**config.mk**
```make
export PLATFORM = sky130hd
export DESIGN_NAME = fls_erase_seq
export DESIGN_NICKNAME = d
export VERILOG_FILES = /design/src/rtl/fls_pkg.sv /design/src/rtl/fls_bus_decode.sv /design/src/rtl/fls_cmd_fsm.sv /design/src/rtl/fls_erase_engine.sv /design/src/rtl/fls_read_port.sv /design/src/rtl/fls_erase_seq.sv
export SDC_FILE = /design/constraint.sdc
export NUM_CORES = 1
export LEC_CHECK = 0
export ABC_AREA = 1
export BUFFER_PORTS_ARGS = -buffer_cell sky130_fd_sc_hd__buf_4
export CORE_ASPECT_RATIO = 0.6
export CORE_MARGIN = 4
export CORE_UTILIZATION = 58
export CTS_CLUSTER_DIAMETER = 200
export DETAILED_ROUTE_END_ITERATION = 6
export GPL_ROUTABILITY_DRIVEN = 0
export GPL_TIMING_DRIVEN = 0
export MAX_ROUTING_LAYER = met4
export PLACE_DENSITY = 0.89
export SLEW_MARGIN = 20
export SYNTH_ARGS = -nofsm -noshare
export SYNTH_HDL_FRONTEND = slang
export SYNTH_SLANG_ARGS = --single-unit
```
**constraint.sdc**
```tcl
create_clock -name clk -period 2.2 [get_ports clk]
set_input_delay 0.44 -clock clk [delete_from_list [all_inputs] [get_ports clk]]
set_output_delay 0.44 -clock clk [all_outputs]
set_load 0.01 [all_outputs]
```
**src/rtl/fls_pkg.sv**
```systemverilog
package fls_pkg;

    typedef enum logic [3:0] {
        ST_IDLE,
        ST_U1,
        ST_U2,
        ST_U3,
        ST_U4,
        ST_U5,
        ST_WIN,
        ST_ERASE,
        ST_SUSP,
        ST_DONE,
        ST_FAIL
    } fls_state_e;

    typedef enum logic {
        PH_ZERO,
        PH_CLEAR
    } fls_phase_e;

    localparam logic [7:0] CMD_UNLK1   = 8'hAA;
    localparam logic [7:0] CMD_UNLK2   = 8'h55;
    localparam logic [7:0] CMD_SETUP   = 8'h80;
    localparam logic [7:0] CMD_CONFIRM = 8'h30;
    localparam logic [7:0] CMD_SUSPEND = 8'hB0;
    localparam logic [7:0] CMD_RESET   = 8'hF0;
    localparam logic [7:0] FILL_BYTE   = 8'hA5;

    function automatic logic shows_status(fls_state_e s);
        return (s == ST_WIN) || (s == ST_ERASE) || (s == ST_SUSP) ||
               (s == ST_DONE) || (s == ST_FAIL);
    endfunction

    function automatic logic toggles_on_read(fls_state_e s);
        return (s == ST_WIN) || (s == ST_ERASE) || (s == ST_FAIL);
    endfunction

endpackage

```
**src/rtl/fls_bus_decode.sv**
```systemverilog
module fls_bus_decode
    import fls_pkg::*;
#(
    parameter int              ADDR_W   = 16,
    parameter int              BLK_W    = 3,
    parameter logic [ADDR_W-1:0] UNLOCK_A = 16'h5555,
    parameter logic [ADDR_W-1:0] UNLOCK_B = 16'h2AAA
) (
    input  logic [ADDR_W-1:0] addr,
    input  logic [7:0]        wdata,
    input  logic              we,
    output logic              hit_unlk1,
    output logic              hit_unlk2,
    output logic              hit_setup,
    output logic              hit_confirm,
    output logic              hit_suspend,
    output logic              hit_reset,
    output logic [BLK_W-1:0]  blk_idx
);

    logic at_a;
    logic at_b;

    assign at_a        = (addr == UNLOCK_A);
    assign at_b        = (addr == UNLOCK_B);
    assign hit_unlk1   = we && at_a && (wdata == CMD_UNLK1);
    assign hit_unlk2   = we && at_b && (wdata == CMD_UNLK2);
    assign hit_setup   = we && at_a && (wdata == CMD_SETUP);
    assign hit_confirm = we && (wdata == CMD_CONFIRM);
    assign hit_suspend = we && (wdata == CMD_SUSPEND);
    assign hit_reset   = we && (wdata == CMD_RESET);
    assign blk_idx     = addr[ADDR_W-1 -: BLK_W];

endmodule

```
**src/rtl/fls_cmd_fsm.sv**
```systemverilog
module fls_cmd_fsm
    import fls_pkg::*;
#(
    parameter int TMO_CYC = 16
) (
    input  logic       clk,
    input  logic       rst_n,
    input  logic       we,
    input  logic       hit_unlk1,
    input  logic       hit_unlk2,
    input  logic       hit_setup,
    input  logic       hit_confirm,
    input  logic       hit_suspend,
    input  logic       hit_reset,
    input  logic       eng_empty,
    input  logic       eng_fail,
    output fls_state_e st,
    output logic       eng_start,
    output logic       eng_add,
    output logic       eng_clr,
    output logic       eng_run
);

    localparam int TMR_W = $clog2(TMO_CYC + 1);

    typedef struct packed {
        fls_state_e       st;
        logic [TMR_W-1:0] tmr;
    } fsm_regs_t;

    fsm_regs_t fsm_q, fsm_d;

    always_comb begin
        fsm_d     = fsm_q;
        eng_start = 1'b0;
        eng_add   = 1'b0;
        eng_clr   = 1'b0;
        eng_run   = 1'b0;
        case (fsm_q.st)
            ST_IDLE: if (hit_unlk1) fsm_d.st = ST_U1;
            ST_U1:   if (we) fsm_d.st = hit_unlk2 ? ST_U2 : ST_IDLE;
            ST_U2:   if (we) fsm_d.st = hit_setup ? ST_U3 : ST_IDLE;
            ST_U3:   if (we) fsm_d.st = hit_unlk1 ? ST_U4 : ST_IDLE;
            ST_U4:   if (we) fsm_d.st = hit_unlk2 ? ST_U5 : ST_IDLE;
            ST_U5: begin
                if (we) begin
                    if (hit_confirm) begin
                        fsm_d.st  = ST_WIN;
                        fsm_d.tmr = '0;
                        eng_start = 1'b1;
                    end else begin
                        fsm_d.st = ST_IDLE;
                    end
                end
            end
            ST_WIN: begin
                if (we) begin
                    if (hit_confirm) begin
                        fsm_d.tmr = '0;
                        eng_add   = 1'b1;
                    end else begin
                        fsm_d.st = ST_IDLE;
                        eng_clr  = 1'b1;
                    end
                end else if (fsm_q.tmr == TMR_W'(TMO_CYC - 1)) begin
                    fsm_d.st = ST_ERASE;
                end else begin
                    fsm_d.tmr = fsm_q.tmr + 1'b1;
                end
            end
            ST_ERASE: begin
                if (hit_suspend) begin
                    fsm_d.st = ST_SUSP;
                end else if (hit_reset) begin
                    fsm_d.st = ST_IDLE;
                    eng_clr  = 1'b1;
                end else begin
                    eng_run = 1'b1;
                    if (eng_fail) begin
                        fsm_d.st = ST_FAIL;
                    end else if (eng_empty) begin
                        fsm_d.st = ST_DONE;
                    end
                end
            end
            ST_SUSP: begin
                if (hit_confirm) begin
                    fsm_d.st = ST_ERASE;
                end else if (hit_reset) begin
                    fsm_d.st = ST_IDLE;
                    eng_clr  = 1'b1;
                end
            end
            ST_DONE: if (we) fsm_d.st = ST_IDLE;
            ST_FAIL: begin
                if (hit_reset) begin
                    fsm_d.st = ST_IDLE;
                    eng_clr  = 1'b1;
                end
            end
            default: fsm_d.st = ST_IDLE;
        endcase
    end

    always_ff @(posedge clk or negedge rst_n) begin
        if (!rst_n) begin
            fsm_q <= '{st: ST_IDLE, tmr: '0};
        end else begin
            fsm_q <= fsm_d;
        end
    end

    assign st = fsm_q.st;

endmodule

```
**src/rtl/fls_erase_engine.sv**
```systemverilog
module fls_erase_engine
    import fls_pkg::*;
#(
    parameter int NBLK    = 8,
    parameter int PRE_CYC = 4,
    parameter int ERS_CYC = 8,
    parameter int MAX_CYC = 80
) (
    input  logic                     clk,
    input  logic                     rst_n,
    input  logic                     start,
    input  logic                     add,
    input  logic                     clr,
    input  logic                     run,
    input  logic                     force_fail,
    input  logic [$clog2(NBLK)-1:0]  blk_idx,
    output logic                     empty,
    output logic                     fail_now,
    output logic [NBLK-1:0]          blk_erased,
    output logic [NBLK-1:0]          blk_zeroed
);

    localparam int BLK_W  = $clog2(NBLK);
    localparam int PH_MAX = (PRE_CYC > ERS_CYC) ? PRE_CYC : ERS_CYC;
    localparam int CNT_W  = $clog2(PH_MAX + 1);
    localparam int ECNT_W = $clog2(MAX_CYC + 1);

    typedef struct packed {
        logic [NBLK-1:0]   sel;
        logic [NBLK-1:0]   erased;
        logic [NBLK-1:0]   zeroed;
        fls_phase_e        phase;
        logic [CNT_W-1:0]  pcnt;
        logic [ECNT_W-1:0] ecnt;
    } eng_regs_t;

    eng_regs_t eng_q, eng_d;

    logic [NBLK-1:0]  idx_mask;
    logic [BLK_W-1:0] cur;
    logic             blk_done;

    for (genvar g = 0; g < NBLK; g++) begin : g_mask
        assign idx_mask[g] = (blk_idx == BLK_W'(g));
    end

    always_comb begin
        cur = '0;
        for (int i = NBLK - 1; i >= 0; i--) begin
            if (eng_q.sel[i]) cur = BLK_W'(i);
        end
    end

    assign empty    = (eng_q.sel == '0);
    assign blk_done = !force_fail && (eng_q.phase == PH_CLEAR) &&
                      (eng_q.pcnt == CNT_W'(ERS_CYC - 1));
    assign fail_now = !empty && (eng_q.phase == PH_CLEAR) && !blk_done &&
                      (eng_q.ecnt == ECNT_W'(MAX_CYC - 1));

    always_comb begin
        eng_d = eng_q;
        if (clr) begin
            eng_d.sel   = '0;
            eng_d.phase = PH_ZERO;
            eng_d.pcnt  = '0;
            eng_d.ecnt  = '0;
        end else if (start) begin
            eng_d.sel   = idx_mask;
            eng_d.phase = PH_ZERO;
            eng_d.pcnt  = '0;
            eng_d.ecnt  = '0;
        end else if (add) begin
            eng_d.sel = eng_q.sel | idx_mask;
        end else if (run && !empty && !fail_now) begin
            if (eng_q.phase == PH_ZERO) begin
                if (eng_q.pcnt == CNT_W'(PRE_CYC - 1)) begin
                    eng_d.zeroed[cur] = 1'b1;
                    eng_d.erased[cur] = 1'b0;
                    eng_d.phase       = PH_CLEAR;
                    eng_d.pcnt        = '0;
                end else begin
                    eng_d.pcnt = eng_q.pcnt + 1'b1;
                end
            end else begin
                eng_d.ecnt = eng_q.ecnt + 1'b1;
                if (blk_done) begin
                    eng_d.erased[cur] = 1'b1;
                    eng_d.zeroed[cur] = 1'b0;
                    eng_d.sel[cur]    = 1'b0;
                    eng_d.phase       = PH_ZERO;
                    eng_d.pcnt        = '0;
                end else if (!force_fail) begin
                    eng_d.pcnt = eng_q.pcnt + 1'b1;
                end
            end
        end
    end

    always_ff @(posedge clk or negedge rst_n) begin
        if (!rst_n) begin
            eng_q <= '{sel: '0, erased: '0, zeroed: '0, phase: PH_ZERO,
                       pcnt: '0, ecnt: '0};
        end else begin
            eng_q <= eng_d;
        end
    end

    assign blk_erased = eng_q.erased;
    assign blk_zeroed = eng_q.zeroed;

endmodule

```
**src/rtl/fls_read_port.sv**
```systemverilog
module fls_read_port
    import fls_pkg::*;
#(
    parameter int NBLK = 8
) (
    input  logic                    clk,
    input  logic                    rst_n,
    input  logic                    re,
    input  fls_state_e              st,
    input  logic [$clog2(NBLK)-1:0] blk_idx,
    input  logic [NBLK-1:0]         blk_erased,
    input  logic [NBLK-1:0]         blk_zeroed,
    output logic [7:0]              rdata
);

    typedef struct packed {
        logic [7:0] data;
        logic       tgl;
    } rd_regs_t;

    rd_regs_t   rd_q, rd_d;
    logic [7:0] arr_byte [NBLK];
    logic [7:0] stat_byte;

    for (genvar g = 0; g < NBLK; g++) begin : g_arr
        assign arr_byte[g] = blk_erased[g] ? 8'hFF :
                             blk_zeroed[g] ? 8'h00 : FILL_BYTE;
    end

    assign stat_byte = {(st == ST_SUSP) || (st == ST_DONE),
                        rd_q.tgl,
                        (st == ST_FAIL),
                        1'b0,
                        (st != ST_WIN),
                        3'b000};

    always_comb begin
        rd_d = rd_q;
        if (re) begin
            rd_d.data = shows_status(st) ? stat_byte : arr_byte[blk_idx];
            if (toggles_on_read(st)) rd_d.tgl = ~rd_q.tgl;
        end
    end

    always_ff @(posedge clk or negedge rst_n) begin
        if (!rst_n) begin
            rd_q <= '{data: '0, tgl: 1'b0};
        end else begin
            rd_q <= rd_d;
        end
    end

    assign rdata = rd_q.data;

endmodule

```
**src/rtl/fls_erase_seq.sv**
```systemverilog
module fls_erase_seq
    import fls_pkg::*;
#(
    parameter int                ADDR_W   = 16,
    parameter int                NBLK     = 8,
    parameter int                TMO_CYC  = 16,
    parameter int                PRE_CYC  = 4,
    parameter int                ERS_CYC  = 8,
    parameter int                MAX_CYC  = 80,
    parameter logic [ADDR_W-1:0] UNLOCK_A = 16'h5555,
    parameter logic [ADDR_W-1:0] UNLOCK_B = 16'h2AAA
) (
    input  logic              clk,
    input  logic              rst_n,
    input  logic [ADDR_W-1:0] addr,
    input  logic [7:0]        wdata,
    input  logic              we,
    input  logic              re,
    input  logic              force_fail,
    output logic [7:0]        rdata,
    output logic [NBLK-1:0]   blk_erased,
    output logic [NBLK-1:0]   blk_zeroed
);

    localparam int BLK_W = $clog2(NBLK);

    logic             hit_unlk1, hit_unlk2, hit_setup;
    logic             hit_confirm, hit_suspend, hit_reset;
    logic [BLK_W-1:0] blk_idx;
    logic             eng_start, eng_add, eng_clr, eng_run;
    logic             eng_empty, eng_fail;
    fls_state_e       st;

    fls_bus_decode #(
        .ADDR_W   (ADDR_W),
        .BLK_W    (BLK_W),
        .UNLOCK_A (UNLOCK_A),
        .UNLOCK_B (UNLOCK_B)
    ) u_dec (
        .addr        (addr),
        .wdata       (wdata),
        .we          (we),
        .hit_unlk1   (hit_unlk1),
        .hit_unlk2   (hit_unlk2),
        .hit_setup   (hit_setup),
        .hit_confirm (hit_confirm),
        .hit_suspend (hit_suspend),
        .hit_reset   (hit_reset),
        .blk_idx     (blk_idx)
    );

    fls_cmd_fsm #(
        .TMO_CYC (TMO_CYC)
    ) u_fsm (
        .clk         (clk),
        .rst_n       (rst_n),
        .we          (we),
        .hit_unlk1   (hit_unlk1),
        .hit_unlk2   (hit_unlk2),
        .hit_setup   (hit_setup),
        .hit_confirm (hit_confirm),
        .hit_suspend (hit_suspend),
        .hit_reset   (hit_reset),
        .eng_empty   (eng_empty),
        .eng_fail    (eng_fail),
        .st          (st),
        .eng_start   (eng_start),
        .eng_add     (eng_add),
        .eng_clr     (eng_clr),
        .eng_run     (eng_run)
    );

    fls_erase_engine #(
        .NBLK    (NBLK),
        .PRE_CYC (PRE_CYC),
        .ERS_CYC (ERS_CYC),
        .MAX_CYC (MAX_CYC)
    ) u_eng (
        .clk        (clk),
        .rst_n      (rst_n),
        .start      (eng_start),
        .add        (eng_add),
        .clr        (eng_clr),
        .run        (eng_run),
        .force_fail (force_fail),
        .blk_idx    (blk_idx),
        .empty      (eng_empty),
        .fail_now   (eng_fail),
        .blk_erased (blk_erased),
        .blk_zeroed (blk_zeroed)
    );

    fls_read_port #(
        .NBLK (NBLK)
    ) u_rd (
        .clk        (clk),
        .rst_n      (rst_n),
        .re         (re),
        .st         (st),
        .blk_idx    (blk_idx),
        .blk_erased (blk_erased),
        .blk_zeroed (blk_zeroed),
        .rdata      (rdata)
    );

endmodule

```
==> metrics <==
area of the multi-input gates=1980 um2; synthesis-to-layout area growth=16.9%; Cell Rows=22; clk sink count=52; GR Overflow Total=0; headroom to the max-slew limit=0.566; post-synthesis simple-gate area fraction=0.403; Worst-path clk slew=90 ps; Compound-Gate Fraction of Synth Area=0.0936; met2 Track Usage GR=0.377; WL per Instance=14.2 um; clock power share=0.279; vias in the first global route=3,585; failing checks=DRC; largest net degree at the start of global routing=53; TritonCTS clock tree=done; fillers=519; H-tree Lvls=2; Pins Over Slew Limit=0; cts bufs inserted=5; worst-margin pin slew=651 ps; adder-cell share of the synthesized area=0.0133; cell area after layout=4410 um2; share of layout cells above drive strength 1=0.178; Hold Violations, Final=0; Clock Skews=5.91 ps; antenna violations before repair=0; total number of vias=4,011; Initial Util=0.609; switching power total=0.538 mW; status=finished with violations; Vias/cell=5.50; Diodes inserted=0; Final Net Count=678; global-route wire length before repair=16,800 um; pre-CTS setup slack=-138 ps; register bit total from synthesis=52; Post-DP Area=4260 um2; met3 Usage GRT=0.0797; slack of the critical path=117 ps; largest family of logic cells by synthesized area=simple AND/OR/NAND/NOR gates; Die Y=70.5 um; Total GRT Usage=0.265; Residual DRC=3; post-synthesis cell area=3770 um2; max cap viols=0; non-filler instance count after layout=729; crit path DAT=2280 ps; Seq/Total Area, Yosys=0.345; die area=7900 um2; Critical Path RT=2400 ps; Logic pwr share=0.183; setup TNS=0 ps; Seq pwr share=0.538; commonest non-fill, non-tap cell in the layout=nand2_1; Top Ports=53; internal power=1.34 mW; min Tclk post-route=2080 ps; clock root buffer master=clkbuf_8; Post-Route WL=10,300 um; kind of critical path=register to register; Worst-Skew Late Latency=300 ps; HPWL after DPL=8000 um; Yosys Warn Count=0; Syn Inst Count=582; met1 usage=0.381; Switching Fraction=0.287; most frequent cells in the layout=nand2_1, nor2_1, inv_1; dpl cells=717; CTS Hold Bufs=0; drt first pass iters=7; post-synth cell types=35; critical path launch point type=register; Max Freq=480 MHz; worst hold path class=input port to asynchronous set/reset pin; Storage cell area=1300 um2; period utilization=0.947; port buffer count=51; Max FO, Critical Path=10; Final setup viols=0; maximum root-to-sink buffer count=2; P_leak=2.50 nW; Syn Area/Cell=6.48 um2; Placeable Area=6190 um2; initial drt markers=505; syn nets=615; Post-DRT Antenna Nets=0; XOR/XNOR share of the synthesized area=0.00929; crit end category=register; worst vdd ir=0.000330 V; Pwr per Cell Area=425 nW/um2; GR peak layer=met1; Die Width=112 um; proportion of synthesized area in mux cells=0
cell type report:
type                            count  share of cell area
Multi-Input combinational cell    418               0.450
Sequential cell                    52               0.296
Timing Repair Buffer               56              0.0954
Inverter                           85              0.0738
Buffer                             27              0.0437
Tap cell                           84              0.0239
Clock buffer                        6              0.0165
Clock inverter                      1             0.00114
power groups by stage:
stage / Sequential (mW) / Clock, mW / Combinational (mW)
2_1_floorplan: 1.02 / 0 / 0.203
3_3_place_gp: 1.02 / 0 / 0.321
3_5_place_dp: 1.03 / 0 / 0.336
4_1_cts: 1.01 / 0.528 / 0.338
5_1_grt: 1.01 / 0.560 / 0.378
6_report: 1.01 / 0.523 / 0.343
cells by family (layout without fill, tap and decap cells):
group / count (synthesis) / in the layout
flip-flops: 52 / 52
buffers and inverters: 112 / 175
adder cells (fa/ha/maj): 4 / 4
XOR/XNOR: 4 / 4
AND/OR/NAND/NOR: 346 / 346
AO/OA/AOI/OAI: 64 / 64
Yosys cell counts (all sizes together):
cell type	count	share of area
a22o	1	0.0023
o21bai	4	0.0080
o21ai	28	0.038
nand2	147	0.15
or2	4	0.0066
dfrtp	52	0.35
a21boi	1	0.0020
ha	4	0.013
nand3	47	0.067
a31oi	3	0.0050
clkbuf	2	0.0020
nor3	9	0.012
nand4	16	0.028
xnor2	2	0.0046
nor2	116	0.13
and3	1	0.0017
o211ai	3	0.0060
inv	85	0.085
a21oi	23	0.031
buf	25	0.049
nor3b	2	0.0040
xor2	2	0.0046
o22ai	1	0.0017
nand3b	4	0.0080
routing by layer:
metal / up-vias / wire length (um)
met5: - / 0
met4: 0 / 174
met3: 27 / 1290
met2: 236 / 4410
met1: 1801 / 4450
li1: 1947 / -
sequential cells by signal, summed over array words and instances (netlist names):
name	count
u_rd.rdata	6
u_fsm.st	4
u_rd.rd_q	1
u_eng.blk_zeroed	8
u_fsm.fsm_q	5
u_eng.eng_q	20
u_eng.blk_erased	8
worst paths after layout:
kind / from / end / slack [ps] / depth (start not counted)
max in group asynchronous: rst_n / u_fsm.st[1]$_DFFE_PN0P_ / 1590 / 1
min reg2reg: u_rd.rd_q[0]$_DFFE_PN0P_ / u_rd.rd_q[0]$_DFFE_PN0P_ / 510 / 1
max reg2reg: u_eng.eng_q[31]$_DFFE_PN0P_ / u_eng.blk_zeroed[1]$_DFFE_PN0P_ / 120 / 10
min: rst_n / u_rd.rdata[6]$_DFFE_PN0P_ / 150 / 1
min in group clk: re / u_rd.rd_q[0]$_DFFE_PN0P_ / 460 / 3
max: u_eng.eng_q[31]$_DFFE_PN0P_ / u_eng.blk_zeroed[1]$_DFFE_PN0P_ / 120 / 10
through the flow:
step / power (mW) / hold WS (ps) / util
floorplan: 1.22 / 144 / -
global placement: 1.34 / 463 / 0.687
detailed placement: 1.36 / 493 / 0.687
CTS: 1.87 / 185 / 0.700
global route: 1.95 / 211 / 0.712
finish: 1.87 / 148 / 0.712
critical path, stage by stage, from the launching register on:
cell     delay (ps)
dfrtp_1         460
nor2_2          210
nand2_1         110
nor2_1          180
nor2_1           70
nand2_2         170
nand4_4         190
inv_4           170
nand2_2         180
nor2_1          170
nor2_1           60
repair_timing:
action,in CTS,in global routing
resized for setup,1,10
buffers inserted,0,5
endpoints found under the setup margin,3,39
pin swaps,0,2
Power figures use the tool's default switching activity.
